$ cat config.mk
export PLATFORM = sky130hd
export DESIGN_NAME = scsi_abort_seq
export DESIGN_NICKNAME = d
export VERILOG_FILES = /design/src/rtl/abrt_pkg.sv /design/src/rtl/abrt_budget.sv /design/src/rtl/abrt_timer.sv /design/src/rtl/scsi_abort_seq.sv
export SDC_FILE = /design/constraint.sdc
export NUM_CORES = 1
export LEC_CHECK = 0
export ABC_CLOCK_PERIOD_IN_PS = 2300
export BUFFER_PORTS_ARGS = -buffer_cell sky130_fd_sc_hd__buf_2
export CAP_MARGIN = 20
export CORE_ASPECT_RATIO = 0.5
export CORE_UTILIZATION = 35
export DETAILED_ROUTE_END_ITERATION = 6
export GPL_TIMING_DRIVEN = 0
export SLEW_MARGIN = 5
export SYNTH_ARGS = -nofsm -noshare
export SYNTH_HDL_FRONTEND = slang
export SYNTH_SLANG_ARGS = --single-unit
export TNS_END_PERCENT = 5
$ cat constraint.sdc
create_clock -name clk -period 2.3 [get_ports clk]
set_clock_uncertainty 0.1 [all_clocks]
set_input_delay 0.69 -clock clk [delete_from_list [all_inputs] [get_ports clk]]
set_output_delay 0.69 -clock clk [all_outputs]
set_load 0.05 [all_outputs]
$ cat src/rtl/abrt_pkg.sv
package abrt_pkg;
  typedef enum logic [2:0] {
    S_IDLE  = 3'd0,
    S_CHECK = 3'd1,
    S_WREQ  = 3'd2,
    S_WFALL = 3'd3,
    S_END   = 3'd4
  } abrt_state_e;

  localparam logic [7:0] ABORT_MSG = 8'h06;
endpackage

$ cat src/rtl/abrt_budget.sv
module abrt_budget #(
  parameter int CNT_W  = 24,
  parameter int MARGIN = 1024
) (
  input  logic             clk,
  input  logic             rst_n,
  input  logic             load,
  input  logic             dec,
  input  logic [CNT_W-1:0] remain,
  output logic             empty
);
  localparam int BW = CNT_W + 1;

  logic [BW-1:0] cnt_q, cnt_d;

  always_comb begin
    cnt_d = cnt_q;
    if (load)     cnt_d = BW'(remain) + BW'(MARGIN);
    else if (dec) cnt_d = cnt_q - 1'b1;
  end

  always_ff @(posedge clk or negedge rst_n) begin
    if (!rst_n) cnt_q <= '0;
    else        cnt_q <= cnt_d;
  end

  assign empty = (cnt_q == '0);
endmodule

$ cat src/rtl/abrt_timer.sv
module abrt_timer #(
  parameter int TMO_W = 8
) (
  input  logic             clk,
  input  logic             rst_n,
  input  logic             clr,
  input  logic             run,
  input  logic [TMO_W-1:0] limit,
  output logic             hit
);
  logic [TMO_W-1:0] cnt_q, cnt_d;

  assign hit = (cnt_q == limit);

  always_comb begin
    cnt_d = cnt_q;
    if (clr)              cnt_d = '0;
    else if (run && !hit) cnt_d = cnt_q + 1'b1;
  end

  always_ff @(posedge clk or negedge rst_n) begin
    if (!rst_n) cnt_q <= '0;
    else        cnt_q <= cnt_d;
  end
endmodule

$ cat src/rtl/scsi_abort_seq.sv
module scsi_abort_seq
  import abrt_pkg::*;
#(
  parameter int CNT_W  = 24,
  parameter int MARGIN = 1024,
  parameter int TMO_W  = 8
) (
  input  logic             clk,
  input  logic             rst_n,
  input  logic             start_i,
  input  logic             req_i,
  input  logic             io_i,
  input  logic             cd_i,
  input  logic             msg_i,
  input  logic             bsy_i,
  input  logic             init_conn_i,
  input  logic [7:0]       data_i,
  input  logic [CNT_W-1:0] remain_i,
  input  logic             resel_pend_i,
  input  logic [TMO_W-1:0] timeout_cfg_i,
  output logic             atn_o,
  output logic             ack_o,
  output logic [7:0]       data_o,
  output logic             data_oe_o,
  output logic             busy_o,
  output logic             done_o,
  output logic             failed_o,
  output logic             ctrl_rst_o
);
  abrt_state_e st_q, st_d;
  logic atn_q, atn_d, ack_q, ack_d, drv_q, drv_d;
  logic full_q, full_d, fail_q, fail_d;
  logic bud_load, bud_dec, bud_empty;
  logic tmr_clr, tmr_run, tmr_hit;
  logic msg_out_ph;
  logic [7:0] sink_byte;

  assign msg_out_ph = msg_i & cd_i & ~io_i;
  // Incoming bytes are taken and dropped; nothing downstream uses them.
  assign sink_byte  = data_i;

  abrt_budget #(.CNT_W(CNT_W), .MARGIN(MARGIN)) u_budget (
    .clk(clk), .rst_n(rst_n), .load(bud_load), .dec(bud_dec),
    .remain(remain_i), .empty(bud_empty)
  );

  abrt_timer #(.TMO_W(TMO_W)) u_timer (
    .clk(clk), .rst_n(rst_n), .clr(tmr_clr), .run(tmr_run),
    .limit(timeout_cfg_i), .hit(tmr_hit)
  );

  always_comb begin
    st_d     = st_q;
    atn_d    = atn_q;
    ack_d    = ack_q;
    drv_d    = drv_q;
    full_d   = full_q;
    fail_d   = fail_q;
    bud_load = 1'b0;
    bud_dec  = 1'b0;
    tmr_clr  = 1'b0;
    tmr_run  = 1'b0;
    unique case (st_q)
      S_IDLE: begin
        if (start_i) begin
          fail_d = 1'b0;
          if (bsy_i && init_conn_i) begin
            bud_load = 1'b1;
            full_d   = 1'b1;
            st_d     = S_CHECK;
          end else begin
            full_d = 1'b0;
            st_d   = S_END;
          end
        end
      end
      S_CHECK: begin
        if (!init_conn_i) begin
          atn_d = 1'b0;
          st_d  = S_END;
        end else if (bud_empty) begin
          atn_d  = 1'b0;
          fail_d = 1'b1;
          st_d   = S_END;
        end else begin
          bud_dec = 1'b1;
          atn_d   = 1'b1;
          st_d    = S_WREQ;
        end
      end
      S_WREQ: begin
        if (!init_conn_i) begin
          atn_d = 1'b0;
          st_d  = S_END;
        end else if (req_i) begin
          ack_d   = 1'b1;
          drv_d   = ~io_i;
          tmr_clr = 1'b1;
          if (msg_out_ph) atn_d = 1'b0;
          st_d = S_WFALL;
        end
      end
      S_WFALL: begin
        tmr_run = 1'b1;
        if (!req_i || tmr_hit) begin
          ack_d = 1'b0;
          drv_d = 1'b0;
          st_d  = S_CHECK;
        end
      end
      S_END: begin
        atn_d = 1'b0;
        st_d  = S_IDLE;
      end
      default: st_d = S_IDLE;
    endcase
  end

  always_ff @(posedge clk or negedge rst_n) begin
    if (!rst_n) begin
      st_q   <= S_IDLE;
      atn_q  <= 1'b0;
      ack_q  <= 1'b0;
      drv_q  <= 1'b0;
      full_q <= 1'b0;
      fail_q <= 1'b0;
    end else begin
      st_q   <= st_d;
      atn_q  <= atn_d;
      ack_q  <= ack_d;
      drv_q  <= drv_d;
      full_q <= full_d;
      fail_q <= fail_d;
    end
  end

  assign atn_o      = atn_q;
  assign ack_o      = ack_q;
  assign data_oe_o  = drv_q;
  assign data_o     = drv_q ? ABORT_MSG : 8'h00;
  assign busy_o     = (st_q != S_IDLE);
  assign done_o     = (st_q == S_END);
  assign failed_o   = fail_q;
  assign ctrl_rst_o = (st_q == S_END) & full_q & ~resel_pend_i;
endmodule

==> metrics.txt <==
# TYPE chip_impl_metric gauge
chip_impl_info{name="synth_top_family_by_area",value="simple AND/OR/NAND/NOR gates"} 1
chip_impl_metric{name="grt_max_degree",unit=""} 42
chip_impl_metric{name="final.fill_count",unit=""} 708
chip_impl_metric{name="first_pass_grt_wire_length",unit="µm"} 12000
chip_impl_metric{name="gp_congestion",unit=""} 0.820
chip_impl_metric{name="numPlacedInstances",unit=""} 475
chip_impl_metric{name="floorplan.die.height",unit="µm"} 65.6
chip_impl_metric{name="period_minus_slack",unit="ps"} 2360
chip_impl_metric{name="synth_fa_ha_area_share",unit="%"} 1.33
chip_impl_metric{name="power",unit="mW"} 3.15
chip_impl_metric{name="detailedPlacementHpwl",unit="µm"} 5160
chip_impl_metric{name="postSynthCellCount",unit=""} 312
chip_impl_info{name="clk_root_buffer_cell",value="sky130_fd_sc_hd__clkbuf_16"} 1
chip_impl_metric{name="setup_viol",unit=""} 4
chip_impl_metric{name="synth_simple_gate_area_share",unit="%"} 26.6
chip_impl_metric{name="first_pass_detailed_route_iteration_total",unit=""} 4
chip_impl_metric{name="cellPowerDensity",unit="nW/µm²"} 861
chip_impl_metric{name="cts_num_sinks",unit=""} 41
chip_impl_metric{name="combinational_power_share",unit="%"} 36.8
chip_impl_metric{name="ys_ff_latch",unit=""} 41
chip_impl_metric{name="timing_worst_slew_pin_value",unit="ps"} 953
chip_impl_metric{name="power_switching",unit="mW"} 1.23
chip_impl_metric{name="drv_cap",unit=""} 0
chip_impl_metric{name="clock_path_buffers",unit=""} 2
chip_impl_metric{name="timing.critical_path.slowest_cell_delay",unit="ps"} 530
chip_impl_metric{name="synth.avg_cell_area",unit="µm²"} 9.08
chip_impl_metric{name="cts.clk_slew.worst_paths",unit="ps"} 60
chip_impl_metric{name="clock_power_share",unit="%"} 21.5
chip_impl_info{name="min_path_type",value="register to register"} 1
chip_impl_metric{name="initial_core_util",unit="%"} 37.4
chip_impl_metric{name="cts.htree.levels",unit=""} 2
chip_impl_metric{name="synth_seq_area_share",unit="%"} 36.2
chip_impl_metric{name="maxSlewHeadroom",unit="%"} 36.4
chip_impl_metric{name="synth_area",unit="µm²"} 2830
chip_impl_metric{name="clock_latency_reported_for_the_late_side_of_the_worst_skew_pair",unit="ps"} 280
chip_impl_metric{name="slew_viol_final",unit=""} 0
chip_impl_metric{name="p_seq_share",unit="%"} 41.6
chip_impl_info{name="worstPathCellList",value="or3_4 -> or3_4 -> or4_4 -> o311ai_4 -> o21ai_1"} 1
chip_impl_info{name="cts_tree",value="done"} 1
chip_impl_metric{name="num_vias",unit=""} 2660
chip_impl_metric{name="core_area",unit="µm²"} 7570
chip_impl_metric{name="peakVddDrop",unit="mV"} 0.330
chip_impl_metric{name="layout.area.seq",unit="µm²"} 1030
chip_impl_metric{name="io_buffer_count",unit=""} 50
chip_impl_metric{name="postSynth.asyncResetShare",unit="%"} 100
chip_impl_metric{name="top_level_ports",unit=""} 65
chip_impl_metric{name="number_of_antenna_violations_at_the_first_check_in_global_routing",unit=""} 0
chip_impl_metric{name="post-place-ws",unit="ps"} -615
chip_impl_metric{name="fp.dieW",unit="µm"} 129
chip_impl_metric{name="final_critical_path_setup_slack",unit="ps"} -64.9
chip_impl_metric{name="synth_xor_xnor_area_share",unit="%"} 9.58
chip_impl_metric{name="synthDistinctLibCells",unit=""} 64
chip_impl_metric{name="die_area",unit="µm²"} 8480
chip_impl_metric{name="routed_via_density",unit=""} 5.40
chip_impl_metric{name="critical_path_required",unit="ps"} 2360
chip_impl_metric{name="critical_path_buf_inv_count",unit=""} 0
chip_impl_info{name="worst_path_dominant_cell_family",value="simple AND/OR/NAND/NOR gates"} 1
chip_impl_metric{name="mux_contribution_to_synthesized_area",unit="%"} 3.75
chip_impl_info{name="failing_checks",value="setup timing"} 1
chip_impl_metric{name="stdcell_count",unit=""} 493
chip_impl_metric{name="hold_slack",unit="ps"} 371
chip_impl_metric{name="drt_wl_total",unit="µm"} 7380
chip_impl_metric{name="average_wire_length_per_cell_after_detail_routing",unit="µm"} 15.0
chip_impl_info{name="critical_path.endpoint_type",value="register"} 1
chip_impl_info{name="criticalPathCategory",value="register to register"} 1
chip_impl_metric{name="detail_route.drc_violations",unit=""} 0
chip_impl_info{name="setup.worst_path.start_class",value="register"} 1
chip_impl_metric{name="drt_first_iter_violations",unit=""} 147
chip_impl_metric{name="first_global_vias",unit=""} 2589
chip_impl_metric{name="global_route.usage.total",unit="%"} 18.0
chip_impl_metric{name="postRouteAntennaNets",unit=""} 0
chip_impl_metric{name="synthToLayoutAreaGrowth",unit="%"} 29.1
chip_impl_info{name="path_common_cell",value="sky130_fd_sc_hd__or3_4"} 1
chip_impl_metric{name="num_rows",unit=""} 22
chip_impl_metric{name="power.static_leakage",unit="nW"} 1.52
chip_impl_metric{name="highest_net_fanout_along_the_worst_path",unit=""} 5
chip_impl_info{name="outcome",value="complete, but fails checks"} 1
chip_impl_metric{name="cts_buffers",unit=""} 5
chip_impl_metric{name="power.switching_fraction",unit="%"} 39.0
chip_impl_info{name="setup_repair_after_global_routing_missed_its_margin",value="yes"} 1
chip_impl_metric{name="synth_warnings",unit=""} 0
chip_impl_metric{name="holdBufCountCts",unit=""} 0
chip_impl_metric{name="max_freq",unit="MHz"} 423
chip_impl_metric{name="timing.final.hold_violations",unit=""} 0
chip_impl_metric{name="final_min_period_over_clock_period",unit="%"} 103
chip_impl_info{name="synth-main-ff-cell",value="sky130_fd_sc_hd__dfrtp_1"} 1
chip_impl_metric{name="worstPathArrival",unit="ps"} 2420
chip_impl_metric{name="global_route.overflow_total",unit=""} 0
chip_impl_metric{name="drive_gt1_share",unit="%"} 32.2
chip_impl_metric{name="synth-edff-count",unit=""} 0
chip_impl_metric{name="finish.net_count",unit=""} 437
chip_impl_metric{name="multi_input_comb_area",unit="µm²"} 1860
chip_impl_metric{name="insertedDiodeCount",unit=""} 0
chip_impl_metric{name="power.internal",unit="mW"} 1.92
chip_impl_metric{name="compound_cell_area_share_of_the_yosys_netlist",unit="%"} 17.4
chip_impl_info{name="critical_path.slowest_cell",value="sky130_fd_sc_hd__or4_4"} 1
-- power groups by stage --
stage,combinational (mW),clock [mW],sequential (mW)
global placement,0.957,0,1.26
finish,1.16,0.678,1.31
floorplan,0.724,0,1.26
detailed placement,0.988,0,1.27
CTS,1.03,0.687,1.27
global route,1.28,0.717,1.35
-- layout by cell type, fill, tap and decap left out, types with 9 or more instances in the layout --
cell	n
sky130_fd_sc_hd__buf_2	50
sky130_fd_sc_hd__dfrtp_1	38
sky130_fd_sc_hd__nor2_1	26
sky130_fd_sc_hd__nand2_1	21
sky130_fd_sc_hd__buf_4	19
sky130_fd_sc_hd__xor2_1	16
sky130_fd_sc_hd__xnor2_1	15
sky130_fd_sc_hd__a21oi_1	14
sky130_fd_sc_hd__and3_1	11
sky130_fd_sc_hd__or3_1	9
sky130_fd_sc_hd__nor3_1	9
-- worst register-to-register path, stage by stage (launching register included) --
cell and delay [ps]:
sky130_fd_sc_hd__dfrtp_1 420, sky130_fd_sc_hd__or3_4 430, sky130_fd_sc_hd__or3_4 380, sky130_fd_sc_hd__or4_4 530, sky130_fd_sc_hd__o311ai_4 280, sky130_fd_sc_hd__o21ai_1 90
-- final timing paths --
check,start,to,slack [ps],depth (start not counted)
max in group asynchronous,rst_n,st_q[0],980,1
max reg2reg,u_budget.cnt_q[2],u_budget.cnt_q[24],-60,5
max,u_budget.cnt_q[2],u_budget.cnt_q[24],-60,5
min in group asynchronous,rst_n,u_budget.cnt_q[0],460,1
min,full_q,full_q,370,2
min reg2reg,full_q,full_q,370,2
-- synthesized netlist by cell type (7+ instances only) --
master | n | area share, %
sky130_fd_sc_hd__buf_4 | 8 | 2.1
sky130_fd_sc_hd__a21oi_1 | 15 | 2.7
sky130_fd_sc_hd__xnor2_1 | 15 | 4.6
sky130_fd_sc_hd__o21ai_0 | 8 | 1.4
sky130_fd_sc_hd__inv_1 | 7 | 0.93
sky130_fd_sc_hd__clkbuf_1 | 10 | 1.3
sky130_fd_sc_hd__nand3_1 | 9 | 1.6
sky130_fd_sc_hd__nand2_1 | 22 | 2.9
sky130_fd_sc_hd__o211ai_1 | 7 | 1.9
sky130_fd_sc_hd__xor2_1 | 16 | 4.9
sky130_fd_sc_hd__and3_1 | 11 | 2.4
sky130_fd_sc_hd__dfrtp_1 | 41 | 36
sky130_fd_sc_hd__nor2_1 | 27 | 3.6
sky130_fd_sc_hd__nor3_1 | 9 | 1.6
sky130_fd_sc_hd__mux2i_1 | 8 | 2.8
sky130_fd_sc_hd__or3_1 | 13 | 2.9
-- registers in the layout, summed over array words and instances, names as in the netlist --
name	flops
u_budget.cnt_q	25
u_timer.cnt_q	8
st_q	3
ack_o	1
atn_o	1
data_oe_o	1
failed_o	1
full_q	1
-- routing by layer --
layer,part of all wire (%),global-route usage (%),up-vias
li1,-,-,1292
met1,48,23.9,1272
met2,45,29.6,88
met3,6.0,3.83,8
met4,0.84,4.85,0
met5,0,0,-
-- final cells by class --
class | instances | share of cell area (%)
Tap cell | 108 | 3.70
Inverter | 7 | 0.719
Buffer | 18 | 3.42
Clock buffer | 8 | 3.73
Timing Repair Buffer | 61 | 9.27
Sequential cell | 41 | 28.2
Multi-Input combinational cell | 250 | 51.0
-- repair_timing --
item | 4_1_cts | 5_1_grt
setup buffers | 4 | 7
resized for setup | 26 | 25
setup endpoints to repair | 30 | 27
pin swaps | 3 | 10
gates cloned | 0 | 1
-- metrics by stage --
step                      utilization, %  setup TNS, ps  area [µm²]
after floorplan                        -           -206        2860
after global placement              42.8         -12540        3240
after detailed placement            42.8         -12590        3240
after CTS                           46.5           -202        3520
after global routing                48.3           -649        3660
final                               48.3           -131        3660
-- kinds of logic after synthesis --
group                    Yosys count
adder cells (fa/ha/maj)            3
AND/OR/NAND/NOR                  131
AO/OA/AOI/OAI                     68
multiplexers                      10
other                              1
flip-flops                        41
XOR/XNOR                          31
buffers and inverters             27
(Power assumes the default switching activity.)
